--- src/rtl/ext_irq_pkg.sv ---
`timescale 1ns/1ps
package ext_irq_pkg;

  typedef enum logic [1:0] {
    SENSE_LOW  = 2'b00,
    SENSE_ANY  = 2'b01,
    SENSE_FALL = 2'b10,
    SENSE_RISE = 2'b11
  } sense_e;

  localparam int REG_ADDR_W = 2;

  localparam logic [REG_ADDR_W-1:0] ADDR_CTRL = 2'd0;
  localparam logic [REG_ADDR_W-1:0] ADDR_MASK = 2'd1;
  localparam logic [REG_ADDR_W-1:0] ADDR_CLR  = 2'd2;

  // Packed so that bits [1:0] hold sense, bit 2 the dedicated enable, bit 3 the group enable
  typedef struct packed {
    logic   en_chg;
    logic   en_x;
    sense_e sense;
  } ctrl_t;

endpackage

--- src/rtl/ext_irq_sync.sv ---
`timescale 1ns/1ps
module ext_irq_sync #(
  parameter int             W       = 1,
  parameter logic [W-1:0]   RST_VAL = '0
) (
  input  logic         clk,
  input  logic         rst_n,
  input  logic [W-1:0] d,
  output logic [W-1:0] q
);

  logic [W-1:0] meta_q;
  logic [W-1:0] stab_q;

  always_ff @(posedge clk or negedge rst_n) begin
    if (!rst_n) begin
      meta_q <= RST_VAL;
      stab_q <= RST_VAL;
    end else begin
      meta_q <= d;
      stab_q <= meta_q;
    end
  end

  assign q = stab_q;

endmodule

--- src/rtl/ext_irq_regs.sv ---
`timescale 1ns/1ps
module ext_irq_regs
  import ext_irq_pkg::*;
#(
  parameter int DATA_W = 8,
  parameter int NPC    = 4
) (
  input  logic                  clk,
  input  logic                  rst_n,
  input  logic                  wr,
  input  logic [REG_ADDR_W-1:0] addr,
  input  logic [DATA_W-1:0]     wdata,
  output ctrl_t                 ctrl_q,
  output logic [NPC-1:0]        mask_q,
  output logic                  clr_x,
  output logic                  clr_chg
);

  localparam int CTRL_W = $bits(ctrl_t);
  localparam int USED_W = (NPC > CTRL_W) ? NPC : CTRL_W;

  ctrl_t          ctrl_d;
  logic [NPC-1:0] mask_d;
  logic           ctrl_en;
  logic           mask_en;

  always_comb begin
    ctrl_en = wr && (addr == ADDR_CTRL);
    mask_en = wr && (addr == ADDR_MASK);
    ctrl_d  = ctrl_t'(wdata[CTRL_W-1:0]);
    mask_d  = wdata[NPC-1:0];
    clr_x   = wr && (addr == ADDR_CLR) && wdata[0];
    clr_chg = wr && (addr == ADDR_CLR) && wdata[1];
  end

  always_ff @(posedge clk or negedge rst_n) begin
    if (!rst_n) begin
      ctrl_q <= '0;
      mask_q <= '0;
    end else begin
      if (ctrl_en) ctrl_q <= ctrl_d;
      if (mask_en) mask_q <= mask_d;
    end
  end

  logic unused_wdata_hi;
  assign unused_wdata_hi = ^wdata[DATA_W-1:USED_W];

endmodule

--- src/rtl/ext_irq_xdet.sv ---
`timescale 1ns/1ps
module ext_irq_xdet
  import ext_irq_pkg::*;
(
  input  logic   clk,
  input  logic   rst_n,
  input  logic   io_clk_en,
  input  logic   pin_s,
  input  sense_e sense,
  input  logic   clr,
  input  logic   start_up_done,
  output logic   flag,
  output logic   lvl_open
);

  logic prev_q;
  logic sticky_q, sticky_d;
  logic open_q, open_d;
  logic rise, fall, hit;

  always_comb begin
    rise = pin_s & ~prev_q;
    fall = ~pin_s & prev_q;
    unique case (sense)
      SENSE_ANY:  hit = rise | fall;
      SENSE_FALL: hit = fall;
      SENSE_RISE: hit = rise;
      default:    hit = 1'b0;
    endcase
    // Edge detection exists only while the I/O clock runs; a new edge beats a clear
    sticky_d = (io_clk_en & hit) | (sticky_q & ~clr);
    // Level gate: shut by a halted I/O clock, reopened at the end of start-up
    open_d = open_q;
    if (!io_clk_en)         open_d = 1'b0;
    else if (start_up_done) open_d = 1'b1;
  end

  always_ff @(posedge clk or negedge rst_n) begin
    if (!rst_n) begin
      prev_q   <= 1'b1;
      sticky_q <= 1'b0;
      open_q   <= 1'b1;
    end else begin
      prev_q   <= pin_s;
      sticky_q <= sticky_d;
      open_q   <= open_d;
    end
  end

  assign flag     = (sense == SENSE_LOW) ? (open_q & ~pin_s) : sticky_q;
  assign lvl_open = open_q;

endmodule

--- src/rtl/ext_irq_chgdet.sv ---
`timescale 1ns/1ps
module ext_irq_chgdet #(
  parameter int NPC = 4
) (
  input  logic           clk,
  input  logic           rst_n,
  input  logic [NPC-1:0] pins_s,
  input  logic [NPC-1:0] mask,
  input  logic           clr,
  output logic           flag
);

  logic [NPC-1:0] prev_q;
  logic           flag_q, flag_d;
  logic           evt;

  always_comb begin
    evt    = |((pins_s ^ prev_q) & mask);
    flag_d = evt | (flag_q & ~clr);
  end

  always_ff @(posedge clk or negedge rst_n) begin
    if (!rst_n) begin
      prev_q <= '0;
      flag_q <= 1'b0;
    end else begin
      prev_q <= pins_s;
      flag_q <= flag_d;
    end
  end

  assign flag = flag_q;

endmodule

--- src/rtl/ext_irq_unit.sv ---
`timescale 1ns/1ps
module ext_irq_unit
  import ext_irq_pkg::*;
#(
  parameter int NPC    = 4,
  parameter int DATA_W = 8
) (
  input  logic                  clk,
  input  logic                  rst_n,
  input  logic                  io_clk_en,
  input  logic                  xirq_pin,
  input  logic [NPC-1:0]        chg_pins,
  input  logic                  reg_wr,
  input  logic [REG_ADDR_W-1:0] reg_addr,
  input  logic [DATA_W-1:0]     reg_wdata,
  input  logic                  xirq_ack,
  input  logic                  chg_ack,
  input  logic                  start_up_done,
  output logic                  xirq_flag,
  output logic                  chg_flag,
  output logic                  xirq_req,
  output logic                  chg_req,
  output logic                  wake_req
);

  ctrl_t          ctrl_w;
  logic [NPC-1:0] mask_w;
  logic           clr_x_wr, clr_chg_wr;
  logic           xpin_s;
  logic [NPC-1:0] chg_s;
  logic           lvl_open_w;
  logic           xflag_w, chgflag_w;
  sense_e         sense_w;
  logic           en_x_w, en_chg_w;

  ext_irq_regs #(.DATA_W(DATA_W), .NPC(NPC)) u_regs (
    .clk(clk), .rst_n(rst_n), .wr(reg_wr), .addr(reg_addr), .wdata(reg_wdata),
    .ctrl_q(ctrl_w), .mask_q(mask_w), .clr_x(clr_x_wr), .clr_chg(clr_chg_wr)
  );

  ext_irq_sync #(.W(1), .RST_VAL(1'b1)) u_xsync (
    .clk(clk), .rst_n(rst_n), .d(xirq_pin), .q(xpin_s)
  );

  ext_irq_sync #(.W(NPC), .RST_VAL('0)) u_csync (
    .clk(clk), .rst_n(rst_n), .d(chg_pins), .q(chg_s)
  );

  assign sense_w  = ctrl_w.sense;
  assign en_x_w   = ctrl_w.en_x;
  assign en_chg_w = ctrl_w.en_chg;

  ext_irq_xdet u_xdet (
    .clk(clk), .rst_n(rst_n), .io_clk_en(io_clk_en), .pin_s(xpin_s),
    .sense(sense_w), .clr(clr_x_wr | xirq_ack), .start_up_done(start_up_done),
    .flag(xflag_w), .lvl_open(lvl_open_w)
  );

  ext_irq_chgdet #(.NPC(NPC)) u_chg (
    .clk(clk), .rst_n(rst_n), .pins_s(chg_s), .mask(mask_w),
    .clr(clr_chg_wr | chg_ack), .flag(chgflag_w)
  );

  always_comb begin
    xirq_flag = xflag_w;
    chg_flag  = chgflag_w;
    xirq_req  = en_x_w & xflag_w;
    chg_req   = en_chg_w & chgflag_w;
    // Raw-pin level term keeps the wake path free of any clock
    wake_req  = ((sense_w == SENSE_LOW) & en_x_w & ~xirq_pin) | chg_req;
  end

endmodule

--- config.mk ---
export PLATFORM = sky130hd
export DESIGN_NAME = ext_irq_unit
export DESIGN_NICKNAME = d
export VERILOG_FILES = /design/src/rtl/ext_irq_pkg.sv /design/src/rtl/ext_irq_sync.sv /design/src/rtl/ext_irq_regs.sv /design/src/rtl/ext_irq_xdet.sv /design/src/rtl/ext_irq_chgdet.sv /design/src/rtl/ext_irq_unit.sv
export SDC_FILE = /design/constraint.sdc
export NUM_CORES = 1
export LEC_CHECK = 0
export CAP_MARGIN = 0
export CORE_AREA = 2 2 50 52
export DETAILED_ROUTE_END_ITERATION = 8
export DIE_AREA = 0 0 52 54
export PLACE_DENSITY = 0.78
export SKIP_CTS_REPAIR_TIMING = 1
export SKIP_LAST_GASP = 1
export SLEW_MARGIN = 25
export SYNTH_ARGS = -nofsm -noshare
export SYNTH_HDL_FRONTEND = slang
export SYNTH_SLANG_ARGS = --single-unit
--- constraint.sdc ---
create_clock -name clk -period 2 [get_ports clk]
set_clock_uncertainty 0.1 [all_clocks]
set_input_delay 0.5 -clock clk [delete_from_list [all_inputs] [get_ports clk]]
set_output_delay 0.5 -clock clk [all_outputs]
set_load 0.02 [all_outputs]
==> results of run 1 <==
[cell families after synthesis]
family	Yosys count
AOI/OAI and AO/OA	6
adders and majority gates	2
DFF	26
buffers and inverters	4
and+or+nand+nor	14
muxes	9
xor gates and xnor gates	4
[per-layer routing]
layer	global-route usage	wire, um
met5	0	0
met4	0.0658	10
met3	0.0333	82
met1	0.139	667
met2	0.266	933
[where the power goes]
group          internal (W)  switching (W)  total, W
clock network      0.000111       0.000142  0.000253
logic              0.000141      0.0000971  0.000238
registers          0.000585      0.0000454  0.000631
total              0.000837       0.000285   0.00112
[stage by stage]
| stage | setup TNS (ns) | setup slack, ns |
|---|---|---|
| 4_1_cts | -1.58 | -0.554 |
| 2_1_floorplan | 0 | 0.0519 |
| 5_1_grt | -0.288 | -0.132 |
| 3_5_place_dp | -0.754 | -0.542 |
| 6_report | -0.145 | -0.0837 |
| 3_3_place_gp | -0.705 | -0.507 |
[final timing paths]
path | startpoint | to | slack [ns] | cells past startpoint
max | xirq_pin | wake_req | -0.08 | 4
min | u_csync.meta_q[3]$_DFF_PN0_ | u_csync.q[3]$_DFF_PN0_ | 0.26 | 0
max reg2reg | u_xsync.q$_DFF_PN1_ | u_xdet.sticky_q$_DFF_PN0_ | 0.40 | 6
min reg2reg | u_csync.meta_q[3]$_DFF_PN0_ | u_csync.q[3]$_DFF_PN0_ | 0.26 | 0
max in group asynchronous | rst_n | u_xdet.lvl_open$_DFFE_PN1P_ | 1.08 | 2
min in group asynchronous | rst_n | u_regs.ctrl_q[0]$_DFFE_PN0P_ | 0.44 | 2
[registers in the layout (all words and copies together), names as in the netlist]
register,flops
u_chg.prev_q,4
u_regs.ctrl_q,4
u_chg.flag,1
u_csync.meta_q,4
u_xdet.lvl_open,1
u_xsync.meta_q,1
u_regs.mask_q,4
u_xsync.q,1
u_xdet.sticky_q,1
u_csync.q,4
u_xdet.prev_q,1
[layout make-up]
cell class,count,area (um2),area share
clock buffer,4,36.3,0.0271
inverter,4,15.0,0.0112
multi-input combinational,35,338,0.253
sequential,26,657,0.491
tap,30,37.5,0.0281
timing repair buffer,27,254,0.190
[placed cells by master, fill, tap and decap left out, types with 2 or more instances in the layout]
cell	synthesis	final
a22oi_1	2	2
buf_4	0	6
clkbuf_4	0	3
clkdlybuf4s50_1	0	18
dfrtp_1	22	21
dfstp_2	4	4
ha_1	2	2
inv_1	4	3
mux2_2	9	9
nand3b_1	3	3
nand4b_1	2	2
nor2_1	2	2
xor2_1	4	4
==> qor.txt, run 1 <==
initial antenna violation count = 0
Hold Slack = 0.264 ns
Final Non-Filler Cells = 126
CTS tree = built
first-pass GRT wire length = 2.74 mm
post-synthesis mux area share = 0.103
max frequency = 0.480 GHz
min-delay worst type = reg -> reg
initial core utilization = 0.424
adder-cell area share of the yosys netlist = 0.0254
Final Power = 0.00112 W
Top Family by Delay on Critical Path = buffers and inverters
GR Util All Layers = 0.138
post-DR vias/cell = 4.94
Final Setup Violations = 2
number of remaining DRC errors = 0
total number of vias = 623
Post-Synth XOR/XNOR Area = 0.0356
clk sinks = 26
synth cell count leaders = dfrtp_1, mux2_2, dfstp_2, inv_1, xor2_1
CTS buffer count = 3
HPWL Detailed = 1.22 mm
setup ws final = -0.0837 ns
yosys warns = 0
total grt overflow = 0
H-tree Lvls = 1
area grow syn2layout = 35.8%
post-synthesis area per instance = 15.1 um2
status = finished, violations left
Syn Nets = 89
crit path time final = 2.08 ns
drt wl/cell = 13.4 um
VDD IR max = 458 uV
core area = 2320 um2
clock tree buffer depth = 2
layout cells sized above 1 = 0.344
Async S/R FF share, synth = 1.00
WS Path Type = in -> out
Layout Utilization = 0.577
crit end category = output port
drt first pass iters = 2
CP cell instances = clkdlybuf4s50_1, nor4b_2, or2_2, buf_2
Clk Latency, worst-skew pair = 0.31 ns
Worst Max-Slew Pin Slew = 0.319 ns
Rel. slew slack = 0.787
Iter 0 DRT Violations = 1
Post-DRT Antenna Nets = 0
startpoint types = input port
RSZ-0062 raised after global routing = yes
nets = 121
Clock Root Buffer = clkbuf_4
Filler Cell Count = 193
Routed WL = 1.69 mm
Hold Fails Final Rpt = 0
Synth area leaders = dfrtp_1, dfstp_2, mux2_2
register area share after synthesis = 0.666
largest net degree at the start of global routing = 27
cell area after layout = 1340 um2
placed cell count = 120
Cell Pwr Density = 839 nW/um2
Max FO, Critical Path = 2
top-count cell post-synth = dfrtp_1
CP bufs+invs = 2
Worst EP arrival = 1.48 ns
Die Span Y = 54 um
Area after DPL = 1260 um2
Synth Area in Compound Gates = 0.0470
P_leak = 0.593 nW
Final GP Congestion = 0.780
Synth top area share = 0.559
vias in the first global route = 677
post-synth top area cell = dfrtp_1
die area = 2810 um2
Port Buffers = 22
Inserted Diodes = 0
Crit-path slowest cell = clkdlybuf4s50_1
Mapped Area = 985 um2
CTS clk-pin slew, worst paths = 0.13 ns
Post-synth EDFFs = 0
failing checks = negative setup slack
pins over their slew limit = 0
FP Rows = 18
Synth Flop Type = dfrtp_1
FF+latch count, synth = 26
Worst EP required = 1.40 ns
main combinational cell family by area after synthesis = simple AND/OR/NAND/NOR gates
Netlist cell types = 19
Synth Area in Simple Gates = 0.108
period utilization = 1.04
Die Wd = 52 um
CP peak stage delay = 0.50 ns
Syn Inst Count = 65
io pins = 27
max-cap viol count = 0
Power figures use the tool's default switching activity.
==> inputs of run 2 (changes only) <==
--- a/config.mk
+++ b/config.mk
@@ -5,6 +5,7 @@
 export SDC_FILE = /design/constraint.sdc
 export NUM_CORES = 1
 export LEC_CHECK = 0
+export ABC_AREA = 1
 export CAP_MARGIN = 0
 export CORE_AREA = 2 2 50 52
 export DETAILED_ROUTE_END_ITERATION = 8
==> run 2 against run 1 <==
Compared with the run above: the run still ends with negative setup slack left; synthesized cell count up 54%; clock power up 40%; largest cell class unchanged; area after synthesis up 1.4%; register-to-register slack better by 0.35 ns; highest routed layer unchanged; die area unchanged; largest power group unchanged; sequential share of layout area about the same; non-clock buffer count down 1; first-iteration DRC count rose to 10 times the previous value; critical endpoint unchanged; count of clock-buffer cells in the layout down 1; global-route usage up 1.0 points; wire length down 0.30%; final cell count up 27%.
==> qor.txt, run 2 <==
max frequency = 0.499 GHz (was 0.480 GHz)
CTS tree = built (unchanged)
post-synthesis area per instance = 9.98 um2 (was 15.1 um2)
main combinational cell family by area after synthesis = simple AND/OR/NAND/NOR gates (unchanged)
status = finished, violations left (unchanged)
core area = 2320 um2 (unchanged)
Hold Fails Final Rpt = 0 (unchanged)
Final Setup Violations = 1 (was 2)
RSZ-0062 raised after global routing = yes (unchanged)
clock tree buffer depth = 2 (unchanged)
Final GP Congestion = 0.682 (was 0.780)
failing checks = negative setup slack (unchanged)
startpoint types = input port (unchanged)
Final Power = 0.00119 W (was 0.00112 W)
initial antenna violation count = 0 (unchanged)
Layout Utilization = 0.576 (was 0.577)
Synth Area in Simple Gates = 0.183 (was 0.108)
yosys warns = 0 (unchanged)
total number of vias = 735 (was 623)
GR Util met1 = 0.161 (was 0.139)
Routed WL = 1.69 mm (about the same)
Port Buffers = 22 (unchanged)
Worst EP arrival = 1.40 ns (was 1.48 ns)
FF+latch count, synth = 26 (unchanged)
Synth top area share = 0.551 (was 0.559)
Die Wd = 52 um (unchanged)
die area = 2810 um2 (unchanged)
Iter 0 DRT Violations = 10 (was 1)
CTS clk-pin slew, worst paths = 0.14 ns (was 0.13 ns)
FP Rows = 18 (unchanged)
max-cap viol count = 0 (unchanged)
Rel. slew slack = 0.789 (was 0.787)
CTS buffer count = 3 (unchanged)
global routing's busiest layer = met2 (unchanged)
Worst EP required = 1.40 ns (about the same)
Max FO, Critical Path = 2 (unchanged)
period utilization = 1.00 (was 1.04)
Reg area = 656 um2 (was 657 um2)
Syn Inst Count = 100 (was 65)
Post-DRT Antenna Nets = 0 (unchanged)
Post-synth EDFFs = 0 (unchanged)
drt first pass iters = 4 (was 2)
clk sinks = 26 (unchanged)
nets = 155 (was 121)
multi-input logic area = 283 um2 (was 338 um2)
Async S/R FF share, synth = 1.00 (unchanged)
Filler Cell Count = 201 (was 193)
post-synthesis mux area share = 0 (was 0.103)
setup ws final = -0.00212 ns (was -0.0837 ns)
Inserted Diodes = 0 (unchanged)
total grt overflow = 0 (unchanged)
min-delay worst type = reg -> reg (unchanged)
Syn Nets = 124 (was 89)
top-count cell post-synth = nand2_1 (was dfrtp_1)
register area share after synthesis = 0.657 (was 0.666)
Clk Latency, worst-skew pair = 0.32 ns (was 0.31 ns)
number of remaining DRC errors = 0 (unchanged)
first-pass GRT wire length = 2.86 mm (was 2.74 mm)
Synth Flop Type = dfrtp_1 (unchanged)
Worst Max-Slew Pin Slew = 0.317 ns (was 0.319 ns)
met2 Use GR = 0.257 (was 0.266)
drt wl/cell = 10.6 um (was 13.4 um)
Synth Area in Compound Gates = 0.0752 (was 0.0470)
VDD IR max = 576 uV (was 458 uV)
layout cells sized above 1 = 0.146 (was 0.344)
post-synth top area cell = dfrtp_1 (unchanged)
Die Span Y = 54 um (unchanged)
Cell Pwr Density = 890 nW/um2 (was 839 nW/um2)
Clock Root Buffer = clkbuf_4 (unchanged)
io pins = 27 (unchanged)
most common cell after layout, fill and taps aside = nand2_1 (was dfrtp_1)
post-DR vias/cell = 4.59 (was 4.94)
Synth area leaders = dfrtp_1, dfstp_2, nand2_1 (was dfrtp_1, dfstp_2, mux2_2)
largest net degree at the start of global routing = 27 (unchanged)
initial core utilization = 0.430 (was 0.424)
Setup WS pre-CTS = -0.405 ns (was -0.542 ns)
HPWL Detailed = 1.28 mm (was 1.22 mm)
WS Path Type = in -> out (unchanged)
H-tree Lvls = 1 (unchanged)
synth cell count leaders = nand2_1, dfrtp_1, inv_1, nor2_1, o21ai_1 (was dfrtp_1, mux2_2, dfstp_2, inv_1, xor2_1)
GR Util All Layers = 0.149 (was 0.138)
adder-cell area share of the yosys netlist = 0.0251 (was 0.0254)
crit end category = output port (unchanged)
P_leak = 0.685 nW (was 0.593 nW)
leading cell types in the layout, fill and taps excluded = nand2_1, dfrtp_1, clkdlybuf4s50_1 (was dfrtp_1, clkdlybuf4s50_1, mux2_2)
met3 Use GR = 0.0333 (unchanged)
Netlist cell types = 15 (was 19)
Post-Synth XOR/XNOR Area = 0 (was 0.0356)
pins over their slew limit = 0 (unchanged)
Mapped Area = 998 um2 (was 985 um2)
crit path time final = 2.00 ns (was 2.08 ns)
area grow syn2layout = 33.8% (was 35.8%)
vias in the first global route = 666 (was 677)
==> run 2: cell types whose count changed after synthesis, moves of 2 or more <==
| cell | previous run | this run |
|---|---|---|
| a22oi_1 | 2 | 0 |
| and2_1 | 2 | 0 |
| inv_1 | 4 | 15 |
| mux2_2 | 9 | 0 |
| nand2_1 | 0 | 23 |
| nand3_1 | 1 | 3 |
| nand3_2 | 0 | 2 |
| nand3b_1 | 3 | 0 |
| nand4b_1 | 2 | 0 |
| nor2_1 | 2 | 13 |
| o21ai_1 | 0 | 10 |
| xor2_1 | 4 | 0 |
==> run 2: cell type report <==
| type | instances | area share |
|---|---|---|
| clock buffer | 3 | 0.0169 |
| clock inverter | 1 | 0.0225 |
| inverter | 16 | 0.0449 |
| multi-input combinational | 58 | 0.212 |
| sequential | 26 | 0.491 |
| tap | 30 | 0.0281 |
| timing repair buffer | 26 | 0.185 |
==> run 2: logic make-up after synthesis <==
group                      count (synthesis)
DFF                                       26
AOI/OAI and AO/OA                         13
and+or+nand+nor                           43
adders and majority gates                  2
buffers and inverters                     16
==> run 2: routing by layer <==
metal  wire [um]  vias up  part of all wire
met1         700      345              0.41
met2         859       17              0.51
met5           0        -                 0
met4          45        0             0.027
met3          84        4             0.050
li1            -      369                 -
==> run 2: where the power goes <==
group          total (W)  internal, W  switching (W)
sequential      0.000608     0.000580      0.0000280
clock           0.000355     0.000203       0.000153
combinational   0.000226     0.000108       0.000118
==> run 2: worst max-delay path, cell delays in order <==
cell             delay (ns)
clkdlybuf4s50_1        0.44
o31ai_2                0.21
dlymetal6s2s_1         0.25
==> run 2: worst paths after layout <==
check	start	end	slack [ns]	depth (start not counted)
worst min register to register	u_csync.meta_q[3]$_DFF_PN0_	u_csync.q[3]$_DFF_PN0_	0.27	0
max in group asynchronous	rst_n	u_xdet.prev_q$_DFF_PN1_	1.08	2
worst min-delay path	u_csync.meta_q[3]$_DFF_PN0_	u_csync.q[3]$_DFF_PN0_	0.27	0
worst max-delay path	xirq_pin	wake_req	-0.002	3
min in group asynchronous	rst_n	u_chg.flag$_DFF_PN0_	0.43	2
worst max register to register	u_xdet.prev_q$_DFF_PN1_	u_xdet.sticky_q$_DFF_PN0_	0.75	5
==> run 2: metrics by stage <==
step | hold WS [ns] | instance area (um2) | TNS (ns) | std cells
final | 0.266 | 1340 | -0.00212 | 160
after global routing | 0.276 | 1340 | -0.291 | 160
after CTS | 0.269 | 1340 | -1.28 | 160
after detailed placement | 0.237 | 1290 | -0.433 | 156
after global placement | 0.234 | 1290 | -0.369 | 156
after floorplan | 0.104 | 998 | 0 | 100
